$ cat src/rtl/sram_burst_writer_pkg.sv
`timescale 1ns/1ps
package sram_burst_writer_pkg;

  typedef enum logic [1:0] {
    ST_IDLE  = 2'd0,
    ST_FETCH = 2'd1,
    ST_BEAT  = 2'd2
  } seqState_t;

  typedef struct packed {
    logic captureReq;
    logic loadBeat;
    logic firstBeat;
  } ctrlStb_t;

endpackage

$ cat src/rtl/sram_burst_writer_ctrl.sv
`timescale 1ns/1ps
module sram_burst_writer_ctrl
  import sram_burst_writer_pkg::*;
#(
  parameter int LEN_W     = 3,
  parameter int WAIT_W    = 4,
  parameter int MIN_BEATS = 2,
  parameter int MAX_BEATS = 4
) (
  input  logic              clk,
  input  logic              rstN,
  input  logic              reqValid,
  output logic              reqReady,
  input  logic [LEN_W-1:0]  reqLen,
  input  logic [WAIT_W-1:0] cfgWait,
  input  logic              cfgUseWe,
  input  logic              beatValid,
  output logic              beatReady,
  input  logic              extRdy,
  output ctrlStb_t          stb,
  output logic              csN,
  output logic              weN,
  output logic              done
);

  localparam logic [LEN_W-1:0]  LEN_LO   = LEN_W'(MIN_BEATS);
  localparam logic [LEN_W-1:0]  LEN_HI   = LEN_W'(MAX_BEATS);
  localparam logic [WAIT_W-1:0] WAIT_ONE = WAIT_W'(1);

  seqState_t         state;
  logic [LEN_W-1:0]  beatsLeft;
  logic [LEN_W-1:0]  lenClamp;
  logic [WAIT_W-1:0] waitCnt;
  logic [WAIT_W-1:0] waitLat;
  logic [WAIT_W-1:0] effWait;
  logic              useWeLat;
  logic              rdySamp;
  logic              capture;
  logic              beatDone;
  logic              lastBeat;
  logic              loadBeat;

  // ready captured on the falling edge, used at the following rising edge
  always_ff @(negedge clk or negedge rstN) begin
    if (!rstN) rdySamp <= 1'b0;
    else       rdySamp <= extRdy;
  end

  always_comb begin
    if (reqLen < LEN_LO)      lenClamp = LEN_LO;
    else if (reqLen > LEN_HI) lenClamp = LEN_HI;
    else                      lenClamp = reqLen;
  end

  // a strobe-based write needs at least one wait clock to form a pulse
  assign effWait   = (cfgUseWe && (cfgWait == '0)) ? WAIT_ONE : cfgWait;

  assign reqReady  = (state == ST_IDLE);
  assign capture   = reqValid && reqReady;
  assign beatDone  = (state == ST_BEAT) && (waitCnt == '0) && rdySamp;
  assign lastBeat  = (beatsLeft == LEN_W'(1));
  assign beatReady = (state == ST_FETCH) || (beatDone && !lastBeat);
  assign loadBeat  = beatReady && beatValid;

  assign stb.captureReq = capture;
  assign stb.loadBeat   = loadBeat;
  assign stb.firstBeat  = (state == ST_FETCH) && csN;

  always_ff @(posedge clk or negedge rstN) begin
    if (!rstN) begin
      state     <= ST_IDLE;
      beatsLeft <= '0;
      waitCnt   <= '0;
      waitLat   <= '0;
      useWeLat  <= 1'b0;
      csN       <= 1'b1;
      weN       <= 1'b1;
      done      <= 1'b0;
    end else begin
      done <= 1'b0;
      unique case (state)
        ST_IDLE: begin
          if (capture) begin
            state     <= ST_FETCH;
            beatsLeft <= lenClamp;
            waitLat   <= effWait;
            useWeLat  <= cfgUseWe;
          end
        end
        ST_FETCH: begin
          if (loadBeat) begin
            state   <= ST_BEAT;
            csN     <= 1'b0;
            waitCnt <= waitLat;
            weN     <= ~useWeLat;
          end
        end
        ST_BEAT: begin
          if (waitCnt != '0) begin
            waitCnt <= waitCnt - WAIT_ONE;
            if (waitCnt == WAIT_ONE) weN <= 1'b1;
          end else if (rdySamp) begin
            beatsLeft <= beatsLeft - LEN_W'(1);
            if (lastBeat) begin
              state <= ST_IDLE;
              csN   <= 1'b1;
              weN   <= 1'b1;
              done  <= 1'b1;
            end else if (loadBeat) begin
              waitCnt <= waitLat;
              weN     <= ~useWeLat;
            end else begin
              state <= ST_FETCH;
            end
          end
        end
        default: state <= ST_IDLE;
      endcase
    end
  end

  AST_WE_INSIDE_CS: assert property (@(posedge clk) disable iff (!rstN)
    !weN |-> !csN);
  AST_WE_RELEASED: assert property (@(posedge clk) disable iff (!rstN)
    (state == ST_BEAT && waitCnt == '0) |-> weN);
  AST_FORCED_WAIT: assert property (@(posedge clk) disable iff (!rstN)
    (loadBeat && useWeLat) |=> (waitCnt != '0));
  AST_RDY_STALL: assert property (@(posedge clk) disable iff (!rstN)
    (state == ST_BEAT && waitCnt == '0 && !rdySamp) |=>
      (state == ST_BEAT && !csN && $stable(beatsLeft)));
  AST_BEATS_RANGE: assert property (@(posedge clk) disable iff (!rstN)
    (state != ST_IDLE) |-> (beatsLeft >= LEN_W'(1) && beatsLeft <= LEN_HI));
  AST_REQ_IDLE: assert property (@(posedge clk) disable iff (!rstN)
    (reqValid && reqReady) |-> csN);
  AST_DONE_SINGLE: assert property (@(posedge clk) disable iff (!rstN)
    done |=> !done);
  AST_DONE_AFTER_CS: assert property (@(posedge clk) disable iff (!rstN)
    done |-> (csN && $past(!csN)));

endmodule

$ cat src/rtl/sram_burst_writer_dpath.sv
`timescale 1ns/1ps
module sram_burst_writer_dpath
  import sram_burst_writer_pkg::*;
#(
  parameter int ADDR_W = 32,
  parameter int DATA_W = 32
) (
  input  logic              clk,
  input  logic              rstN,
  input  ctrlStb_t          stb,
  input  logic [ADDR_W-1:0] reqAddr,
  input  logic              reqHalf,
  input  logic [DATA_W-1:0] beatData,
  output logic [ADDR_W-1:0] busAddr,
  output logic [DATA_W-1:0] busData,
  output logic              busHalf,
  output logic              busWord,
  output logic              busWrite
);

  localparam logic [ADDR_W-1:0] STEP_WORD = ADDR_W'(DATA_W / 8);
  localparam logic [ADDR_W-1:0] STEP_HALF = ADDR_W'(DATA_W / 16);

  logic [ADDR_W-1:0] addrNext;
  logic [ADDR_W-1:0] step;
  logic              halfLat;

  assign step = halfLat ? STEP_HALF : STEP_WORD;

  always_ff @(posedge clk or negedge rstN) begin
    if (!rstN) begin
      addrNext <= '0;
      halfLat  <= 1'b0;
    end else if (stb.captureReq) begin
      addrNext <= reqAddr;
      halfLat  <= reqHalf;
    end else if (stb.loadBeat) begin
      addrNext <= addrNext + step;
    end
  end

  // bus-side registers only change when a beat is launched
  always_ff @(posedge clk or negedge rstN) begin
    if (!rstN) begin
      busAddr  <= '0;
      busData  <= '0;
      busHalf  <= 1'b0;
      busWord  <= 1'b0;
      busWrite <= 1'b0;
    end else if (stb.loadBeat) begin
      busAddr  <= addrNext;
      busData  <= beatData;
      busHalf  <= halfLat;
      busWord  <= ~halfLat;
      busWrite <= 1'b1;
    end
  end

  AST_ADDR_STEP: assert property (@(posedge clk) disable iff (!rstN)
    (stb.loadBeat && !stb.firstBeat) |=> (busAddr == $past(busAddr) + $past(step)));
  AST_SIZE_EXCLUSIVE: assert property (@(posedge clk) disable iff (!rstN)
    stb.loadBeat |=> (busHalf != busWord && busWrite));
  AST_FIRST_FROM_REQ: assert property (@(posedge clk) disable iff (!rstN)
    (stb.loadBeat && stb.firstBeat) |=> (busAddr == $past(addrNext)));

endmodule

$ cat src/rtl/sram_burst_writer.sv
`timescale 1ns/1ps
module sram_burst_writer
  import sram_burst_writer_pkg::*;
#(
  parameter int ADDR_W    = 32,
  parameter int DATA_W    = 32,
  parameter int LEN_W     = 3,
  parameter int WAIT_W    = 4,
  parameter int MIN_BEATS = 2,
  parameter int MAX_BEATS = 4
) (
  input  logic              clk,
  input  logic              rstN,
  input  logic              reqValid,
  output logic              reqReady,
  input  logic [ADDR_W-1:0] reqAddr,
  input  logic              reqHalf,
  input  logic [LEN_W-1:0]  reqLen,
  input  logic [WAIT_W-1:0] cfgWait,
  input  logic              cfgUseWe,
  input  logic              beatValid,
  output logic              beatReady,
  input  logic [DATA_W-1:0] beatData,
  input  logic              extRdy,
  output logic              busCsN,
  output logic [ADDR_W-1:0] busAddr,
  output logic [DATA_W-1:0] busData,
  output logic              busOeN,
  output logic              busWeN,
  output logic              busHalf,
  output logic              busWord,
  output logic              busWrite,
  output logic              burstDone
);

  ctrlStb_t stb;

  sram_burst_writer_ctrl #(
    .LEN_W(LEN_W), .WAIT_W(WAIT_W), .MIN_BEATS(MIN_BEATS), .MAX_BEATS(MAX_BEATS)
  ) u_ctrl (
    .clk(clk), .rstN(rstN),
    .reqValid(reqValid), .reqReady(reqReady), .reqLen(reqLen),
    .cfgWait(cfgWait), .cfgUseWe(cfgUseWe),
    .beatValid(beatValid), .beatReady(beatReady), .extRdy(extRdy),
    .stb(stb), .csN(busCsN), .weN(busWeN), .done(burstDone)
  );

  sram_burst_writer_dpath #(
    .ADDR_W(ADDR_W), .DATA_W(DATA_W)
  ) u_dpath (
    .clk(clk), .rstN(rstN), .stb(stb),
    .reqAddr(reqAddr), .reqHalf(reqHalf), .beatData(beatData),
    .busAddr(busAddr), .busData(busData),
    .busHalf(busHalf), .busWord(busWord), .busWrite(busWrite)
  );

  // writes only: the read strobe is never driven active
  assign busOeN = 1'b1;

endmodule

$ cat config.mk
export PLATFORM = sky130hd
export DESIGN_NAME = sram_burst_writer
export DESIGN_NICKNAME = d
export VERILOG_FILES = /design/src/rtl/sram_burst_writer_pkg.sv /design/src/rtl/sram_burst_writer_ctrl.sv /design/src/rtl/sram_burst_writer_dpath.sv /design/src/rtl/sram_burst_writer.sv
export SDC_FILE = /design/constraint.sdc
export NUM_CORES = 1
export LEC_CHECK = 0
export BUFFER_PORTS_ARGS = -buffer_cell sky130_fd_sc_hd__buf_2
export CAP_MARGIN = 30
export CORE_MARGIN = 2
export CORE_UTILIZATION = 53
export CTS_CLUSTER_SIZE = 16
export DETAILED_ROUTE_END_ITERATION = 10
export PLACE_DENSITY = 0.84
export SLEW_MARGIN = 0
export SYNTH_ARGS = -nofsm -noshare
export SYNTH_HDL_FRONTEND = slang
export SYNTH_SLANG_ARGS = --single-unit
export TNS_END_PERCENT = 50
$ cat constraint.sdc
create_clock -name clk -period 2.8 [get_ports clk]
set_clock_uncertainty 0.05 [all_clocks]
set_input_delay 0.84 -clock clk [delete_from_list [all_inputs] [get_ports clk]]
set_output_delay 0.84 -clock clk [all_outputs]
set_load 0.01 [all_outputs]
==> summary.md <==
| Metric | Value |
|---|---|
| Outcome | finished with violations |
| Failing checks | negative setup slack |
| Hold Vio Cnt, Final | 0 |
| CP Data Arrival Time | roughly 2800 ps |
| Post-DP Area | about 6700 um^2 |
| Net Count, Synth | slightly above 700 |
| Critical path class | flip-flop to output pin |
| Clk root buf | clkbuf_8 |
| Hold Path Class | primary input to asynchronous set/reset pin |
| CP required | 1910 ps |
| DR iter-0 viols | between 400 and 500 |
| Antenna violations before repair | 1 |
| Drt drc | 0 |
| Crit path to | beatReady |
| Via Count | 5080 |
| Ant. Diodes | 0 |
| RR Startpoint | u_ctrl.rdySamp$_DFF_NN0_ |
| Sequential area share after synthesis | 0.529 |
| Worst setup path start | u_ctrl.rdySamp$_DFF_NN0_ |
| Final RePlAce weighted congestion | ~0.85 |
| Crit-path slowest cell | dfrtn_1 |
| Htree depth | 4 |
| Max Slew Vio Count | 0 |
| Area Growth Syn to Fin | 33.7% |
| Row count | 37 |
| Worst-path clk slew | 60 ps |
| Post-synthesis cell area | roughly 5600 um^2 |
| Port-buffer cells | between 100 and 150 |
| Post-detail-place hpwl | between 9 and 10 mm |
| Post-synth ARST share | 1.00 |
| Total CTS buffers | 17 |
| Syn avg cell area | around 9 um^2 |
| Final nets | just under 900 |
| Later-pin clock latency in the skew report | around 500 ps |
| Most frequent cells in the layout | 253 x nand2_1, 147 x buf_2, 115 x dfrtp_1 |
| Reg-to-Reg End | u_dpath.addrNext[7]$_DFFE_PN0P_ |
| Routed WL | ~14 mm |
| RSZ-0062 raised after global routing | yes |
| Power density over the cells | approximately 1100 nW/um^2 |
| First drt pass iteration count | 5 |
| Worst setup EP type | output pin |
| Most used DFF post-synth | dfrtp_1 |
| #FFs+latches synth | about 120 |
| Clock Path Buffers | 2 |
| Final design area excluding fillers | approximately 7500 um^2 |
| Die W | about 110 um |
| Tot GR Track Use | 0.259 |
| Remaining Overflow, GRT | 0 |
| Antenna Violating Nets Remaining | 0 |
| Worst slew margin | 0.585 |
| First-pass GRT wire length | between 20 and 25 mm |
| Post-synth EDFFs | 0 |
| Slowest cell delay on critical path | 400 ps |
| Vias in the first global route | 4953 |
| Vias per inst | 5.38 |
| R2R cell count | 8 |
| Worst Max-Slew Pin Slew | approximately 620 ps |
| CP Max Fanout | 2 |
| Worst vdd rail ir drop | roughly 0.00052 V |
| DP Worst Slack | -483 ps |
| Core Region | ~10000 um^2 |
| Die ar. | around 11000 um^2 |
| Fraction of layout cells with a size suffix above 1 | 0.300 |
| Largest net degree at the start of global routing | about 120 |
| Final Setup Violations | roughly 100 |
| Max-Cap Viols | 0 |
| FF-to-FF setup slack | -460 ps |
| CP Cell Sequence | and4bb_2, nand3_2, nand2_2, buf_6 |
| DIE HEIGHT | 107 um |
| Leak pwr | between 3 and 4 nW |
| Netlist cell types | 55 |
| Synth Instances | between 600 and 700 |
| CTS sink cnt | 118 |
| DR WL/cell | about 15 um |
| Ports | between 150 and 200 |
| Setup crit start kind | flip-flop |
| PnR worst setup slack | -850 ps |
| Yosys Warn Count | 0 |
| Commonest non-fill, non-tap cell in the layout | nand2_1 |
| CTS tree | built |
| Starting density of the core | 0.544 |
[timing repair]
action / 4_1_cts / 5_1_grt
hold endpoints to repair: 0 / 0
pin swaps: 4 / 10
setup endpoints to repair: 103 / 106
resized for setup: 22 / 18
cloned: 1 / 0
hold buffers: 0 / 0
setup buffers: 2 / 4
[how the worst min path moves through the flow]
stage | to | slack (ps)
2_1_floorplan | u_ctrl.waitLat[1]$_DFFE_PN0P_ | 400
3_3_place_gp | u_dpath.busData[17]$_DFFE_PN0N_ | 390
3_5_place_dp | u_dpath.busAddr[31]$_DFFE_PN0N_ | 400
4_1_cts | u_dpath.busData[11]$_DFFE_PN0N_ | 410
5_1_grt | u_dpath.busData[11]$_DFFE_PN0N_ | 430
6_report | u_ctrl.done$_DFF_PN0_ | 360
[metrics by stage]
step                std cells  power (mW)  TNS [ps]  utilization  hold WS, ps
floorplan                 630        4.89    -16430            -          395
global placement          907        5.86    -23070        0.650          394
detailed placement        907        6.03    -26370        0.650          400
CTS                       942        8.26    -27120        0.720          406
global route              944        8.93    -38080        0.728          426
finish                    944        8.34    -28700        0.728          356
[worst max-delay path: cells and delay by family, from the launching register on]
kind,cells,cell delay (ps)
AND/OR/NAND/NOR,3,430
flip-flops,1,400
buffers and inverters,1,100
[area by class of cell]
| class | count | area [um^2] |
|---|---|---|
| timing repair buffer | 180 | 1110 |
| multi-input combinational | 465 | 2630 |
| tap | 136 | 170 |
| fill | 732 | 2800 |
| sequential | 118 | 2960 |
| clock inverter | 14 | 151 |
| inverter | 13 | 48.8 |
| clock buffer | 18 | 418 |
[cells by family (layout without fill, tap and decap cells)]
family,after synthesis,count (layout),share of synthesized area
multiplexers,4,4,0.00716
flip-flops,118,118,0.529
buffers and inverters,47,225,0.0363
adder cells (fa/ha/maj),13,13,0.0304
AO/OA/AOI/OAI,76,76,0.0839
other,1,1,0.000671
XOR/XNOR,25,25,0.0392
AND/OR/NAND/NOR,346,346,0.274
[routing by layer]
layer / part of all wire / up-vias / track usage
met5: 0.00070 / - / 0
met3: 0.063 / 27 / 0.0578
met2: 0.50 / 202 / 0.444
met1: 0.42 / 2439 / 0.328
met4: 0.017 / 2 / 0.0816
li1: - / 2410 / -
[sequential cells by signal (all words and copies together), names as in the netlist]
register / cells
u_ctrl.rdySamp: 1
u_ctrl.beatsLeft: 3
u_dpath.halfLat: 1
u_ctrl.waitLat: 4
u_ctrl.done: 1
u_dpath.busHalf: 1
u_dpath.busWrite: 1
u_dpath.addrNext: 32
u_ctrl.csN: 1
u_ctrl.state: 2
u_dpath.busAddr: 32
u_dpath.busData: 32
u_ctrl.waitCnt: 4
u_ctrl.useWeLat: 1
u_dpath.busWord: 1
u_ctrl.weN: 1
[report_power, final]
group,switching (mW),internal [mW]
Combinational,1.82,1.37
Sequential,0.618,2.47
Clock,0.791,1.27
Total,3.23,5.11
[cell usage after synthesis (2+ instances only)]
cell type | instances | area share
o21ai_1 | 4 | 0.0036
and3_1 | 8 | 0.0090
ha_1 | 12 | 0.027
a21oi_1 | 11 | 0.0098
or4_1 | 4 | 0.0054
and4_1 | 4 | 0.0063
dfstp_2 | 2 | 0.0094
nand4_1 | 8 | 0.0090
nor3_1 | 10 | 0.0090
o31ai_1 | 2 | 0.0027
or3_1 | 2 | 0.0022
buf_1 | 4 | 0.0027
nor2b_1 | 2 | 0.0022
nor2_1 | 12 | 0.0081
nand4_2 | 2 | 0.0045
nand2b_1 | 3 | 0.0034
a31oi_1 | 5 | 0.0056
xnor2_1 | 13 | 0.020
o21a_1 | 2 | 0.0027
dfrtp_1 | 115 | 0.51
clkbuf_1 | 16 | 0.011
o21ai_0 | 38 | 0.034
nand2_1 | 254 | 0.17
nor4b_1 | 3 | 0.0047
mux2i_1 | 4 | 0.0072
xor2_1 | 12 | 0.019
o211ai_1 | 2 | 0.0027
buf_2 | 12 | 0.011
inv_1 | 13 | 0.0087
nand3_1 | 19 | 0.017
o22a_1 | 3 | 0.0047
and2_1 | 6 | 0.0067
(Power assumes the default switching activity.)
